**config.mk**
```make
export PLATFORM = sky130hd
export DESIGN_NAME = freq_lock_detector
export DESIGN_NICKNAME = d
export VERILOG_FILES = /design/src/rtl/fld_pkg.sv /design/src/rtl/fld_window_counter.sv /design/src/rtl/fld_band_classifier.sv /design/src/rtl/fld_ref_watchdog.sv /design/src/rtl/fld_lock_ctrl.sv /design/src/rtl/freq_lock_detector.sv
export SDC_FILE = /design/constraint.sdc
export NUM_CORES = 1
export LEC_CHECK = 0
export ABC_AREA = 1
export CAP_MARGIN = 20
export CORE_ASPECT_RATIO = 1.5
export CORE_MARGIN = 1.5
export CORE_UTILIZATION = 31
export CTS_BUF_LIST = sky130_fd_sc_hd__clkbuf_4
export CTS_CLUSTER_DIAMETER = 50
export DETAILED_ROUTE_END_ITERATION = 8
export DONT_BUFFER_PORTS = 1
export PLACE_DENSITY = 0.46
export SYNTH_ARGS = -nofsm -noshare
export SYNTH_HDL_FRONTEND = slang
export SYNTH_HIERARCHICAL = 1
export SYNTH_SLANG_ARGS = --single-unit
```
**constraint.sdc**
```tcl
create_clock -name clk -period 3.5 [get_ports clk]
set_input_delay 0.175 -clock clk [delete_from_list [all_inputs] [get_ports clk]]
set_output_delay 0.175 -clock clk [all_outputs]
set_load 0.05 [all_outputs]
```
**src/rtl/fld_pkg.sv**
```systemverilog
package fld_pkg;
  typedef enum logic [1:0] {
    BAND_NEAR = 2'd0,
    BAND_MID  = 2'd1,
    BAND_FAR  = 2'd2
  } band_e;
endpackage

```
**src/rtl/fld_window_counter.sv**
```systemverilog
module fld_window_counter #(
  parameter int WIN_LEN = 32768,
  parameter int FB_W    = 17
) (
  input  logic            clk,
  input  logic            rst,
  input  logic            clr,
  input  logic            ref_tick,
  input  logic            fb_tick,
  output logic            win_end,
  output logic [FB_W-1:0] fb_total
);
  localparam int REF_W = $clog2(WIN_LEN);
  localparam logic [FB_W-1:0] FB_MAX = '1;
  localparam logic [REF_W-1:0] REF_LAST = REF_W'(WIN_LEN - 1);

  logic [REF_W-1:0] ref_cnt;
  logic [FB_W-1:0]  fb_cnt;

  // feedback total including a tick in this cycle, saturating
  always_comb begin
    if (fb_cnt == FB_MAX) fb_total = FB_MAX;
    else                  fb_total = fb_cnt + FB_W'(fb_tick);
  end

  assign win_end = ref_tick && (ref_cnt == REF_LAST);

  always_ff @(posedge clk) begin
    if (rst || clr || win_end) begin
      ref_cnt <= '0;
      fb_cnt  <= '0;
    end else begin
      if (ref_tick) ref_cnt <= ref_cnt + 1'b1;
      fb_cnt <= fb_total;
    end
  end

  AST_FB_MONOTONIC: assert property (@(posedge clk) disable iff (rst)
    (!clr && !win_end) |=> (fb_cnt >= $past(fb_cnt)));

  AST_RESTART_ZERO: assert property (@(posedge clk) disable iff (rst)
    (win_end || clr) |=> (fb_cnt == '0));
endmodule

```
**src/rtl/fld_band_classifier.sv**
```systemverilog
module fld_band_classifier
  import fld_pkg::*;
#(
  parameter int WIN_LEN = 32768,
  parameter int FB_W    = 17,
  parameter int ERR_W   = 18,
  parameter int SET_THR = 9,
  parameter int CLR_THR = 33
) (
  input  logic                    [FB_W-1:0]  fb_total,
  output logic signed             [ERR_W-1:0] err,
  output band_e                               band
);
  logic [ERR_W-1:0] mag;

  assign err = $signed({1'b0, fb_total}) - $signed(ERR_W'(WIN_LEN));
  assign mag = err[ERR_W-1] ? ERR_W'(-err) : ERR_W'(err);

  always_comb begin
    if (fb_total == '0)                  band = BAND_FAR;
    else if (mag > ERR_W'(CLR_THR))      band = BAND_FAR;
    else if (mag <= ERR_W'(SET_THR))     band = BAND_NEAR;
    else                                 band = BAND_MID;
  end
endmodule

```
**src/rtl/fld_ref_watchdog.sv**
```systemverilog
module fld_ref_watchdog #(
  parameter int TIMEOUT_CYC = 131072
) (
  input  logic clk,
  input  logic rst,
  input  logic ref_tick,
  output logic timeout
);
  localparam int TO_W = $clog2(TIMEOUT_CYC + 1);
  localparam logic [TO_W-1:0] TO_LIM  = TO_W'(TIMEOUT_CYC);
  localparam logic [TO_W-1:0] TO_FIRE = TO_W'(TIMEOUT_CYC - 1);

  logic [TO_W-1:0] idle_cnt;

  assign timeout = !ref_tick && (idle_cnt == TO_FIRE);

  always_ff @(posedge clk) begin
    if (rst || ref_tick)        idle_cnt <= '0;
    else if (idle_cnt != TO_LIM) idle_cnt <= idle_cnt + 1'b1;
  end

  AST_TIMEOUT_SINGLE: assert property (@(posedge clk) disable iff (rst)
    timeout |=> !timeout);

  AST_TICK_NO_TIMEOUT: assert property (@(posedge clk) disable iff (rst)
    ref_tick |=> !timeout);
endmodule

```
**src/rtl/fld_lock_ctrl.sv**
```systemverilog
module fld_lock_ctrl
  import fld_pkg::*;
#(
  parameter int ERR_W = 18
) (
  input  logic                    clk,
  input  logic                    rst,
  input  logic                    win_end,
  input  logic                    timeout,
  input  band_e                   band,
  input  logic signed [ERR_W-1:0] err,
  output logic                    lock,
  output logic                    done,
  output logic signed [ERR_W-1:0] err_q
);
  always_ff @(posedge clk) begin
    if (rst) begin
      lock  <= 1'b0;
      done  <= 1'b0;
      err_q <= '0;
    end else begin
      done <= win_end;
      if (timeout) begin
        lock <= 1'b0;
      end else if (win_end) begin
        err_q <= err;
        case (band)
          BAND_NEAR: lock <= 1'b1;
          BAND_FAR:  lock <= 1'b0;
          default:   lock <= lock;
        endcase
      end
    end
  end

  AST_LOCK_HOLD: assert property (@(posedge clk) disable iff (rst)
    (!win_end && !timeout) |=> $stable(lock));

  AST_MID_HOLD: assert property (@(posedge clk) disable iff (rst)
    (win_end && band == BAND_MID) |=> $stable(lock));

  AST_NEAR_SETS: assert property (@(posedge clk) disable iff (rst)
    (win_end && band == BAND_NEAR) |=> lock);

  AST_FAR_CLEARS: assert property (@(posedge clk) disable iff (rst)
    ((win_end && band == BAND_FAR) || timeout) |=> !lock);

  AST_DONE_FOLLOWS: assert property (@(posedge clk) disable iff (rst)
    win_end |=> done);
endmodule

```
**src/rtl/freq_lock_detector.sv**
```systemverilog
module freq_lock_detector
  import fld_pkg::*;
#(
  parameter int WIN_LEN      = 32768,
  parameter int SET_THR      = 9,
  parameter int CLR_THR      = 33,
  parameter int TIMEOUT_MULT = 4,
  localparam int FB_W        = $clog2(2 * WIN_LEN) + 1,
  localparam int ERR_W       = FB_W + 1
) (
  input  logic                    clk,
  input  logic                    rst,
  input  logic                    ref_tick,
  input  logic                    fb_tick,
  output logic                    lock_o,
  output logic                    win_done_o,
  output logic signed [ERR_W-1:0] err_o
);
  localparam int TIMEOUT_CYC = TIMEOUT_MULT * WIN_LEN;

  logic                    win_end;
  logic                    timeout;
  logic [FB_W-1:0]         fb_total;
  logic signed [ERR_W-1:0] err_now;
  band_e                   band;

  fld_window_counter #(.WIN_LEN(WIN_LEN), .FB_W(FB_W)) u_win (
    .clk(clk), .rst(rst), .clr(timeout), .ref_tick(ref_tick),
    .fb_tick(fb_tick), .win_end(win_end), .fb_total(fb_total)
  );

  fld_band_classifier #(
    .WIN_LEN(WIN_LEN), .FB_W(FB_W), .ERR_W(ERR_W),
    .SET_THR(SET_THR), .CLR_THR(CLR_THR)
  ) u_cls (
    .fb_total(fb_total), .err(err_now), .band(band)
  );

  fld_ref_watchdog #(.TIMEOUT_CYC(TIMEOUT_CYC)) u_wdg (
    .clk(clk), .rst(rst), .ref_tick(ref_tick), .timeout(timeout)
  );

  fld_lock_ctrl #(.ERR_W(ERR_W)) u_lock (
    .clk(clk), .rst(rst), .win_end(win_end), .timeout(timeout),
    .band(band), .err(err_now), .lock(lock_o), .done(win_done_o),
    .err_q(err_o)
  );

  AST_DONE_SINGLE: assert property (@(posedge clk) disable iff (rst)
    win_done_o |=> !win_done_o);

  AST_DEAD_FB_UNLOCKS: assert property (@(posedge clk) disable iff (rst)
    (win_end && fb_total == '0) |=> !lock_o);

  AST_ERR_STABLE: assert property (@(posedge clk) disable iff (rst)
    !win_end |=> $stable(err_o));
endmodule

```
==> impl_metrics.ini <==
[setup_path]
crit_buf_inv = 4
worstPathCellList = ha_1, inv_1, nor2_1, nand2_1, o21ai_0, nand3_1, inv_1, ha_4, buf_4, nand2_1, nand2_1, xor2_1, nand3_1, nor2_2, nand2_2, nor2_2, inv_1, a21oi_1, nor2_1
critPathSlowestCell = dfxtp_1
end_kind = register
rrSetupSlack_ns = 0.46
cp_max_fo = 12
crit_type = register to register
cp.required_ns = 3.82
rr_startpoint = u_win/fb_cnt[0]$_SDFF_PP0_
cp.depth = 19
reg2reg_to = u_lock/lock$_SDFFE_PP0P_
critical_path.top_delay_family = simple AND/OR/NAND/NOR gates
worstSetupStartpointType = register
cp.arrival_ns = 3.37
critical-path-max-stage-delay_ns = 0.39
reg2regPathDepth = 19

[placed_design]
port_buffers = 0
dpl.hpwl_mm = 8.270
pre_cts_ws_ns = 0.2439
gp_congestion = 0.8729
place_area_sq_um = 4552
place_inst = 881

[detailed_routing]
vias_per_cell = 4.527
wl_per_cell_um = 12.10
drc = 0
postRouteWirelength_mm = 10.88
drt_iter0_drc = 118
vias = 4070
ant_nets = 0
firstDrtPassIters = 4

[timing]
setup_ws_ns = 0.4566
period_needed_ns = 3.043
finalMaxSlewViolations = 0
fmax_ghz = 0.3286
finalClockSkew_ns = 0.01813
worst_pin_slew_ns = 0.9703
hold_viol = 0
period_share_pct = 86.95
fin_tns_setup_ns = 0
rsz0062_at_grt = false
setup_violations = 0
relSlewSlack_pct = 35.07

[pwr]
power_density_nw_per_um2 = 302.5
peakVddDrop_v = 0.0001243
power.leakage_nw = 1.994
power_mw = 1.420

[cells_and_area]
multi_input_area_sq_um = 2476
regArea_sq_um = 1401
final_area_sq_um = 4693
final-instance-count-excl-fill = 899
fillers = 1623
nets = 715
final_layout_size_suffix_gt1_share_pct = 10.18
area_growth_pct = 4.923
n_antenna_cell = 0

[clock_network]
cts.sinks = 70
clock-root-buffer = clkbuf_4
cts.path.max_buffers = 2
numCtsBuffers = 9
cts_tree = yes
clock_latency_ns = 0.43
htree_levels = 3
clkSlewWorstSetupHoldPaths_ns = 0.12
cts_setup_buffers = 0

[logic_synthesis]
synth.top_cells.by_count = nand2_1 (175), nor2_1 (123), inv_1 (102), dfxtp_1 (70), nand3_1 (59)
synth-xor-area-share_pct = 3.329
synthArstFlopShare_pct = 0
synth_top_area_share_pct = 31.33
synth_cell_types = 30
ys.flop_type = dfxtp_1
synth-seq-area-share_pct = 31.33
ys_warn_count = 6
synthAdderAreaFrac_pct = 2.517
netlist_area_sq_um = 4473
muxShareOfSynthArea_pct = 0
yosys-top-cells-area = dfxtp_1 (31%), nand2_1 (15%), nor2_1 (10%)
synth_top_cell_by_area = dfxtp_1
yosysMostFrequentCell = nand2_1
syn_avg_cell_area_sq_um = 6.300
syn_inst = 710
synth-simple-area-share_pct = 42.91
synth-seq-cells = 70
synth_edf_count = 0
syn_nets = 723
synth_compound_area_share_pct = 6.210
synth_top_family_by_area = simple AND/OR/NAND/NOR gates

[floorplan]
die_area_sq_um = 15170
die_height_um = 150.1
core_sq_um = 14060
start_util_pct = 31.82
die_w_um = 101.1
fp-row-count = 53
ios = 24

[global_routing]
antenna_found_initial = 0
grt_usage_pct = 15.17
grt_pass1_vias = 3862
grt_max_degree = 26
grt_pass1_wl_mm = 18.08
grt_overflow = 0

[flow_run]
maxCapViolCount = 0

[status]
run_status = finished, final reports clean

[hold_path]
hold_start = fb_tick
hold_path_end = u_win/fb_cnt[0]$_SDFF_PP0_
min_path_type = input port to register
worst_hold_path.num_cells = 3
[flip-flops by register name, summed over array words and instances (netlist names)]
| register | count |
|---|---|
| u_lock/done | 1 |
| u_lock/err_q | 18 |
| u_lock/lock | 1 |
| u_wdg/idle_cnt | 18 |
| u_win/fb_cnt | 17 |
| u_win/ref_cnt | 15 |
[worst min-delay path: stages]
cell and delay, ns:
ha_1 0.11, inv_1 0.06, a21oi_1 0.11
[metrics by stage]
step / util [%] / hold WS (ns)
after global placement: 32.38 / 0.2892
after global routing: 33.38 / 0.04131
after detailed placement: 32.38 / 0.2799
after CTS: 33.29 / 0.02567
final: 33.38 / 0.05525
after floorplan: - / 0.2474
[power breakdown]
group / total [mW] / switching [mW] / internal [mW] / leakage [nW]
combinational: 0.167 / 0.109 / 0.0573 / 1.37
clock: 0.445 / 0.289 / 0.156 / 0.0641
sequential: 0.808 / 0.00589 / 0.802 / 0.565
total: 1.42 / 0.404 / 1.02 / 1.99
[cell type report]
| class | count | area share, % |
|---|---|---|
| Clock buffer | 11 | 1.760 |
| Tap cell | 192 | 5.119 |
| Clock inverter | 5 | 0.5599 |
| Multi-Input combinational cell | 505 | 52.76 |
| Timing Repair Buffer | 7 | 1.226 |
| Sequential cell | 70 | 29.86 |
| Inverter | 109 | 8.718 |
[repair_timing]
action / in CTS / in global routing
endpoints found under the setup margin: 0 / 1
endpoints found under the hold margin: 6 / 0
hold buffers: 2 / 0
gates resized for setup: 0 / 2
[layout by cell type (no fill, tap or decap), types with 6 or more instances in the layout]
master,n
nor2_2,8
nand4_1,10
nor2_1,123
nor2_4,9
nor3_1,8
inv_1,102
nand3_1,59
clkbuf_4,11
o21ai_0,18
dfxtp_1,70
a21oi_1,34
inv_2,6
xor2_1,13
ha_1,8
nand2_1,175
nand2_2,16
[how the worst max path moves through the flow]
stage	from	endpoint	slack, ns
final	u_win/fb_cnt[0]$_SDFF_PP0_	u_lock/lock$_SDFFE_PP0P_	0.46
after global routing	u_win/fb_cnt[0]$_SDFF_PP0_	u_lock/lock$_SDFFE_PP0P_	0.04
after CTS	u_win/fb_cnt[0]$_SDFF_PP0_	u_lock/lock$_SDFFE_PP0P_	0.20
after detailed placement	u_win/fb_cnt[0]$_SDFF_PP0_	u_lock/lock$_SDFFE_PP0P_	0.24
after global placement	u_win/fb_cnt[0]$_SDFF_PP0_	u_lock/lock$_SDFFE_PP0P_	0.37
after floorplan	u_win/fb_cnt[0]$_SDFF_PP0_	u_lock/lock$_SDFFE_PP0P_	0.82
[logic make-up (layout without fill, tap and decap cells)]
logic type	after synthesis	count (layout)
and+or+nand+nor	425	425
buffers and inverters	135	132
DFF	70	70
AOI/OAI and AO/OA	54	54
xor gates and xnor gates	17	17
adders and majority gates	9	9
[routing by layer]
layer / vias to the layer above / wire (um) / global-route usage, %
met2: 56 / 5709 / 28.36
li1: 2161 / - / -
met1: 1832 / 4565 / 16.18
met3: 21 / 341 / 3.668
met4: 0 / 258 / 5.625
met5: - / 0 / 0
Power figures use the tool's default switching activity.
